[src/rtl/stby_pkg.sv]
package stby_pkg;
  typedef enum logic [1:0] {
    MODE_RUN    = 2'd0,
    MODE_STOP   = 2'd1,
    MODE_SETTLE = 2'd2
  } stby_mode_e;

  typedef enum logic [1:0] {
    GATE_IDLE = 2'd0,
    GATE_HALF = 2'd1,
    GATE_OPEN = 2'd2
  } gate_state_e;
endpackage

[src/rtl/stby_unlock.sv]
module stby_unlock
  import stby_pkg::*;
#(
  parameter logic [3:0] KEY_FIRST  = 4'h5,
  parameter logic [3:0] KEY_SECOND = 4'hA
) (
  input  logic       clk,
  input  logic       rst,
  input  logic       gate_wr,
  input  logic [3:0] gate_nib,
  input  logic       consume,
  output logic       unlocked
);
  gate_state_e state_q;

  always_ff @(posedge clk) begin
    if (rst || consume) begin
      state_q <= GATE_IDLE;
    end else if (gate_wr) begin
      case (state_q)
        GATE_IDLE: state_q <= (gate_nib == KEY_FIRST) ? GATE_HALF : GATE_IDLE;
        GATE_HALF: state_q <= (gate_nib == KEY_SECOND) ? GATE_OPEN : GATE_IDLE;
        GATE_OPEN: state_q <= GATE_OPEN;
        default:   state_q <= GATE_IDLE;
      endcase
    end
  end

  assign unlocked = (state_q == GATE_OPEN);

  AST_RELOCK_ON_ENTRY: assert property (@(posedge clk) disable iff (rst)
    consume |=> !unlocked);

  AST_OPEN_NEEDS_SECOND_KEY: assert property (@(posedge clk) disable iff (rst)
    $rose(unlocked) |-> $past(gate_wr) && ($past(gate_nib) == KEY_SECOND));
endmodule

[src/rtl/stby_settle.sv]
module stby_settle #(
  parameter int unsigned COUNT = 16
) (
  input  logic clk,
  input  logic rst,
  input  logic en,
  input  logic pulse,
  output logic done
);
  localparam int unsigned CW = $clog2(COUNT + 1);
  localparam logic [CW-1:0] LAST = CW'(COUNT - 1);
  localparam logic [CW-1:0] FULL = CW'(COUNT);

  logic [CW-1:0] cnt_q;

  always_ff @(posedge clk) begin
    if (rst || !en) begin
      cnt_q <= '0;
      done  <= 1'b0;
    end else if (!done && pulse) begin
      if (cnt_q == LAST) begin
        cnt_q <= FULL;
        done  <= 1'b1;
      end else begin
        cnt_q <= cnt_q + 1'b1;
      end
    end
  end

  AST_NO_OVERFLOW: assert property (@(posedge clk) disable iff (rst)
    cnt_q <= FULL);

  AST_DONE_ON_PULSE: assert property (@(posedge clk) disable iff (rst)
    $rose(done) |-> $past(pulse) && $past(en));
endmodule

[src/rtl/stby_stop_ctrl.sv]
module stby_stop_ctrl
  import stby_pkg::*;
#(
  parameter int unsigned DW        = 8,
  parameter int unsigned NWAKE     = 4,
  parameter int unsigned LS_SETTLE = 8192,
  parameter int unsigned HS_SETTLE = 16,
  parameter int unsigned STP_BIT   = 0
) (
  input  logic             clk,
  input  logic             rst,
  input  logic             wr_en,
  input  logic             wr_sel,
  input  logic [DW-1:0]    wr_data,
  input  logic [NWAKE-1:0] wake_req,
  input  logic [NWAKE-1:0] wake_ien,
  input  logic             ls_pulse,
  input  logic             hs_pulse,
  input  logic             hs_run_req,
  output logic             ls_osc_en,
  output logic             hs_osc_en,
  output logic             ls_clk_gate,
  output logic             hs_clk_gate,
  output logic             stp,
  output logic [1:0]       mode
);
  localparam int unsigned NIB_LO = DW - 4;

  stby_mode_e mode_q;
  logic       hs_saved_q;
  logic       unlocked;
  logic       ls_done;
  logic       hs_done;
  logic       wake_hit;
  logic       stp_wr;
  logic       gate_wr;
  logic       enter;

  assign wake_hit = |(wake_req & wake_ien);
  assign stp_wr   = wr_en && wr_sel && wr_data[STP_BIT];
  assign gate_wr  = wr_en && !wr_sel;
  assign enter    = (mode_q == MODE_RUN) && stp_wr && unlocked;

  stby_unlock u_unlock (
    .clk      (clk),
    .rst      (rst),
    .gate_wr  (gate_wr),
    .gate_nib (wr_data[DW-1:NIB_LO]),
    .consume  (enter),
    .unlocked (unlocked)
  );

  stby_settle #(.COUNT(LS_SETTLE)) u_ls_settle (
    .clk   (clk),
    .rst   (rst),
    .en    (mode_q == MODE_SETTLE),
    .pulse (ls_pulse),
    .done  (ls_done)
  );

  stby_settle #(.COUNT(HS_SETTLE)) u_hs_settle (
    .clk   (clk),
    .rst   (rst),
    .en    (hs_osc_en),
    .pulse (hs_pulse),
    .done  (hs_done)
  );

  always_ff @(posedge clk) begin
    if (rst) begin
      mode_q     <= MODE_RUN;
      stp        <= 1'b0;
      ls_osc_en  <= 1'b1;
      hs_osc_en  <= 1'b0;
      hs_saved_q <= 1'b0;
    end else begin
      case (mode_q)
        MODE_RUN: begin
          if (enter) begin
            mode_q     <= MODE_STOP;
            stp        <= 1'b1;
            ls_osc_en  <= 1'b0;
            hs_osc_en  <= 1'b0;
            hs_saved_q <= hs_osc_en;
          end else begin
            ls_osc_en <= 1'b1;
            hs_osc_en <= hs_run_req;
          end
        end
        MODE_STOP: begin
          if (wake_hit) begin
            mode_q    <= MODE_SETTLE;
            stp       <= 1'b0;
            ls_osc_en <= 1'b1;
            hs_osc_en <= hs_saved_q;
          end
        end
        MODE_SETTLE: begin
          if (ls_done) mode_q <= MODE_RUN;
        end
        default: mode_q <= MODE_RUN;
      endcase
    end
  end

  assign mode        = mode_q;
  assign ls_clk_gate = (mode_q == MODE_RUN);
  assign hs_clk_gate = (mode_q == MODE_RUN) && hs_osc_en && hs_done;

  AST_STOP_OSC_OFF: assert property (@(posedge clk) disable iff (rst)
    (mode_q == MODE_STOP) |-> !ls_osc_en && !hs_osc_en);

  AST_STP_ONLY_IN_STOP: assert property (@(posedge clk) disable iff (rst)
    stp |-> (mode_q == MODE_STOP));

  AST_ENTRY_NEEDS_UNLOCK: assert property (@(posedge clk) disable iff (rst)
    (mode_q == MODE_STOP) && ($past(mode_q) == MODE_RUN) |-> $past(unlocked));

  AST_WAKE_LEAVES_STOP: assert property (@(posedge clk) disable iff (rst)
    (mode_q == MODE_STOP) && wake_hit |=> (mode_q == MODE_SETTLE) && !stp && ls_osc_en);

  AST_HS_STAYS_OFF: assert property (@(posedge clk) disable iff (rst)
    (mode_q == MODE_SETTLE) && !hs_saved_q |-> !hs_osc_en);

  AST_LS_ON_IN_RUN: assert property (@(posedge clk) disable iff (rst)
    (mode_q == MODE_RUN) |-> ls_osc_en);
endmodule

[config.mk]
export PLATFORM = sky130hd
export DESIGN_NAME = stby_stop_ctrl
export DESIGN_NICKNAME = d
export VERILOG_FILES = /design/src/rtl/stby_pkg.sv /design/src/rtl/stby_unlock.sv /design/src/rtl/stby_settle.sv /design/src/rtl/stby_stop_ctrl.sv
export SDC_FILE = /design/constraint.sdc
export NUM_CORES = 1
export LEC_CHECK = 0
export BUFFER_PORTS_ARGS = -buffer_cell sky130_fd_sc_hd__buf_4
export CORE_MARGIN = 2
export CORE_UTILIZATION = 53
export DETAILED_ROUTE_END_ITERATION = 12
export HOLD_SLACK_MARGIN = 0.1
export PLACE_DENSITY_LB_ADDON = 0.2
export SYNTH_ARGS = -nofsm -noshare
export SYNTH_HDL_FRONTEND = slang
export SYNTH_SLANG_ARGS = --single-unit
[constraint.sdc]
create_clock -name clk -period 2.1 [get_ports clk]
set_input_delay 0.105 -clock clk [delete_from_list [all_inputs] [get_ports clk]]
set_output_delay 0.105 -clock clk [all_outputs]
set_load 0.02 [all_outputs]
==> run metrics <==
run status=completed; PnR Total Power=1.00 mW; CTS Buf Count=5; Worst Path Max Fanout=7; initial core utilization=0.567; CP Class=reg -> reg; Synth Area in Adders=0.0265; normalized max-slew margin=0.757; Yosys reg bits=29; multi-input logic area=777 µm²; Synth Area in Compound Gates=0.145; Antenna Nets Post-Route=0; ys async rst share=0; Crit path max-delay family=simple AND/OR/NAND/NOR gates; Post-synth EDFFs=0; initial DRC count=59; CTS tree=yes; P_leak=0.630 nW; CTS Buffer Depth=2; RSZ-0062 raised after global routing=false; drt first pass iters=4; xor/xnor share of the synthesized area=0.0556; die width=55.7 µm; register cell area after layout=581 µm²; Skew-Pair Late Insertion Delay=0.32 ns; CP startpoint kind=flop; Peak VDD IR=592 µV; Worst Setup End Kind=flop; Hold Crit Class=in -> reg; CP max stage delay=0.65 ns; row count=18; period utilization=0.907; Sink Count=29; share of post-route cells with drive strength above 1=0.211; Placed Cells=226; worst clock skew=0.0120 ns; total track usage=0.215; cell count after synthesis=171; initial antenna violation count=0; non-filler cells in the finished layout=239; H-tree depth=2; CP max stage cell=or4b_2; critical path buffer and inverter count=0; combinational family with the most area after synthesis=simple AND/OR/NAND/NOR gates; CTS root buffer=clkbuf_4; first-pass GRT wire length=5.43 mm; Routed WL=3.05 mm; max-slew violations=0; Power per Cell Area=568 nW/µm²; CP required=2.34 ns; MaxCap Viol Count=0; mux cell area share after synthesis=0.0141; FILL cells=218; post-synth net total=197; fmax=525 MHz; Port Buf Inserts=26; Final Hold Vio Count=0; Final setup viols=0; ANT cells=0; Via Count=1,359; sum of negative setup slack=0 ns; P&R area growth vs syn=24.6%; Post-Synth Simple-Gate Area=0.307; synthesized area per cell=8.29 µm²; post-synthesis cell type count=37; most used cell, CP=ha_1; Synth Flop Type=dfxtp_1; io pins=30; critical-path cell list=ha_1 > and3_1 > ha_1 > or4b_2 > a21oi_1; routability cong.=0.847; vias in the first global route=1,316; # nets final=234; Core ar.=2500 µm²; largest net degree at the start of global routing=13; actual slew at the worst max-slew pin=0.362 ns; WL/cell=12.8 µm; die area=3100 µm²; Post-Synthesis Cell Area=1420 µm²; Die H=55.7 µm; Ys Warns=0; Vias/cell=5.69; DP HPWL=2.27 mm; # DRC=0; Final min period=1.91 ns; crit path DAT=2.15 ns; GRT overflow=0; Clk pin slew, worst setup/hold paths=0.09 ns; sequential fraction of the synthesis area=0.410
==> worst min-delay path: stages <==
cell	delay, ns
buf_4	0.09
nor3b_1	0.04
mux2i_1	0.12
nor3_1	0.06
==> layer usage <==
metal / part of all wire / track usage
met3: 0.039 / 0.0558
met4: 0.016 / 0.0801
met2: 0.50 / 0.354
met1: 0.44 / 0.271
met5: 0 / 0
==> registers in the layout, indices dropped and copies added, names as in the netlist <==
| name | cells |
|---|---|
| hs_saved_q | 1 |
| u_ls_settle.done | 1 |
| ls_osc_en | 1 |
| u_unlock.state_q | 2 |
| stp | 1 |
| u_hs_settle.done | 1 |
| u_hs_settle.cnt_q | 5 |
| hs_osc_en | 1 |
| u_ls_settle.cnt_q | 14 |
| mode | 2 |
==> area by class of cell <==
type | instances | share of cell area
Clock buffer | 7 | 0.0368
Multi-Input combinational cell | 131 | 0.440
Sequential cell | 29 | 0.329
Timing Repair Buffer | 36 | 0.160
Clock inverter | 1 | 0.00283
Inverter | 5 | 0.0106
Tap cell | 30 | 0.0212
==> metrics by stage <==
| step | hold WS, ns | util | cell area [µm²] | setup WS (ns) |
|---|---|---|---|---|
| final | 0.140 | 0.707 | 1770 | 0.195 |
| after global routing | 0.148 | 0.707 | 1770 | 0.122 |
| after CTS | 0.134 | 0.707 | 1770 | 0.186 |
| after detailed placement | 0.354 | 0.659 | 1650 | 0.210 |
| after global placement | 0.351 | 0.659 | 1650 | 0.284 |
| after floorplan | 0.247 | - | 1420 | 0.329 |
==> Yosys cell counts, types with 2 or more instances <==
| cell type | number | area (µm²) |
|---|---|---|
| nand3b_1 | 2 | 15.0 |
| nand2b_1 | 4 | 25.0 |
| nor3_1 | 12 | 60.1 |
| a22oi_1 | 3 | 22.5 |
| mux2i_1 | 2 | 20.0 |
| nor2_1 | 23 | 86.3 |
| or3_1 | 4 | 25.0 |
| ha_1 | 3 | 37.5 |
| clkbuf_1 | 3 | 11.3 |
| a21oi_1 | 11 | 55.1 |
| o21ai_0 | 6 | 30.0 |
| or4b_2 | 2 | 20.0 |
| buf_6 | 2 | 22.5 |
| inv_1 | 5 | 18.8 |
| a211oi_1 | 2 | 15.0 |
| nand3_1 | 11 | 55.1 |
| nor3b_1 | 2 | 15.0 |
| or2_2 | 2 | 12.5 |
| and3_1 | 2 | 12.5 |
| nor4_1 | 5 | 31.3 |
| nand4_1 | 3 | 18.8 |
| nand2_1 | 8 | 30.0 |
| nor2b_1 | 2 | 12.5 |
| a31oi_1 | 4 | 25.0 |
| xnor2_1 | 8 | 70.1 |
| dfxtp_1 | 29 | 581 |
==> power by group <==
group	switching, mW	leakage (nW)	total [mW]	internal (mW)
sequential	0.00272	0.234	0.554	0.551
combinational	0.0284	0.354	0.0687	0.0403
clock	0.187	0.0413	0.381	0.194
==> cells in the final DEF, fill, tap and decap left out, types with 2 or more instances in the layout <==
master and instances:
a211oi_1 2, a21oi_1 11, a22oi_1 3, a31oi_1 4, and3_1 2, buf_4 31
clkbuf_4 5, clkbuf_8 2, dfxtp_1 29, dlygate4sd3_1 5, ha_1 3, inv_1 5
mux2i_1 2, nand2_1 8, nand2b_1 4, nand3_1 11, nand3b_1 2, nand4_1 3
nor2_1 23, nor2b_1 2, nor3_1 12, nor3b_1 2, nor4_1 5, o21ai_0 6
or2_2 2, or3_1 4, or4b_2 2, xnor2_1 8
==> path summary, 6_finish.rpt <==
check,startpoint,to,slack [ns],cells after the start
max reg2reg,u_hs_settle.cnt_q[0],u_hs_settle.cnt_q[2],0.19,5
max,u_hs_settle.cnt_q[0],u_hs_settle.cnt_q[2],0.19,5
min,wr_data[7],u_unlock.state_q[0],0.14,4
min reg2reg,u_unlock.state_q[1],u_unlock.state_q[1],0.50,2
==> cells by family (layout without fill, tap and decap cells) <==
logic type	after synthesis	in the layout
and+or+nand+nor	84	84
AOI/OAI and AO/OA	33	33
DFF	29	29
buffers and inverters	11	49
xor gates and xnor gates	9	9
adders and majority gates	3	3
muxes	2	2
==> what timing repair did <==
item / 4_1_cts / 5_1_grt
hold buffers: 5 / 0
resized for setup: 0 / 0
endpoints found under the hold margin: 10 / 0
buffers inserted: 0 / 0
Note: power is estimated with default switching activity, not from simulation.
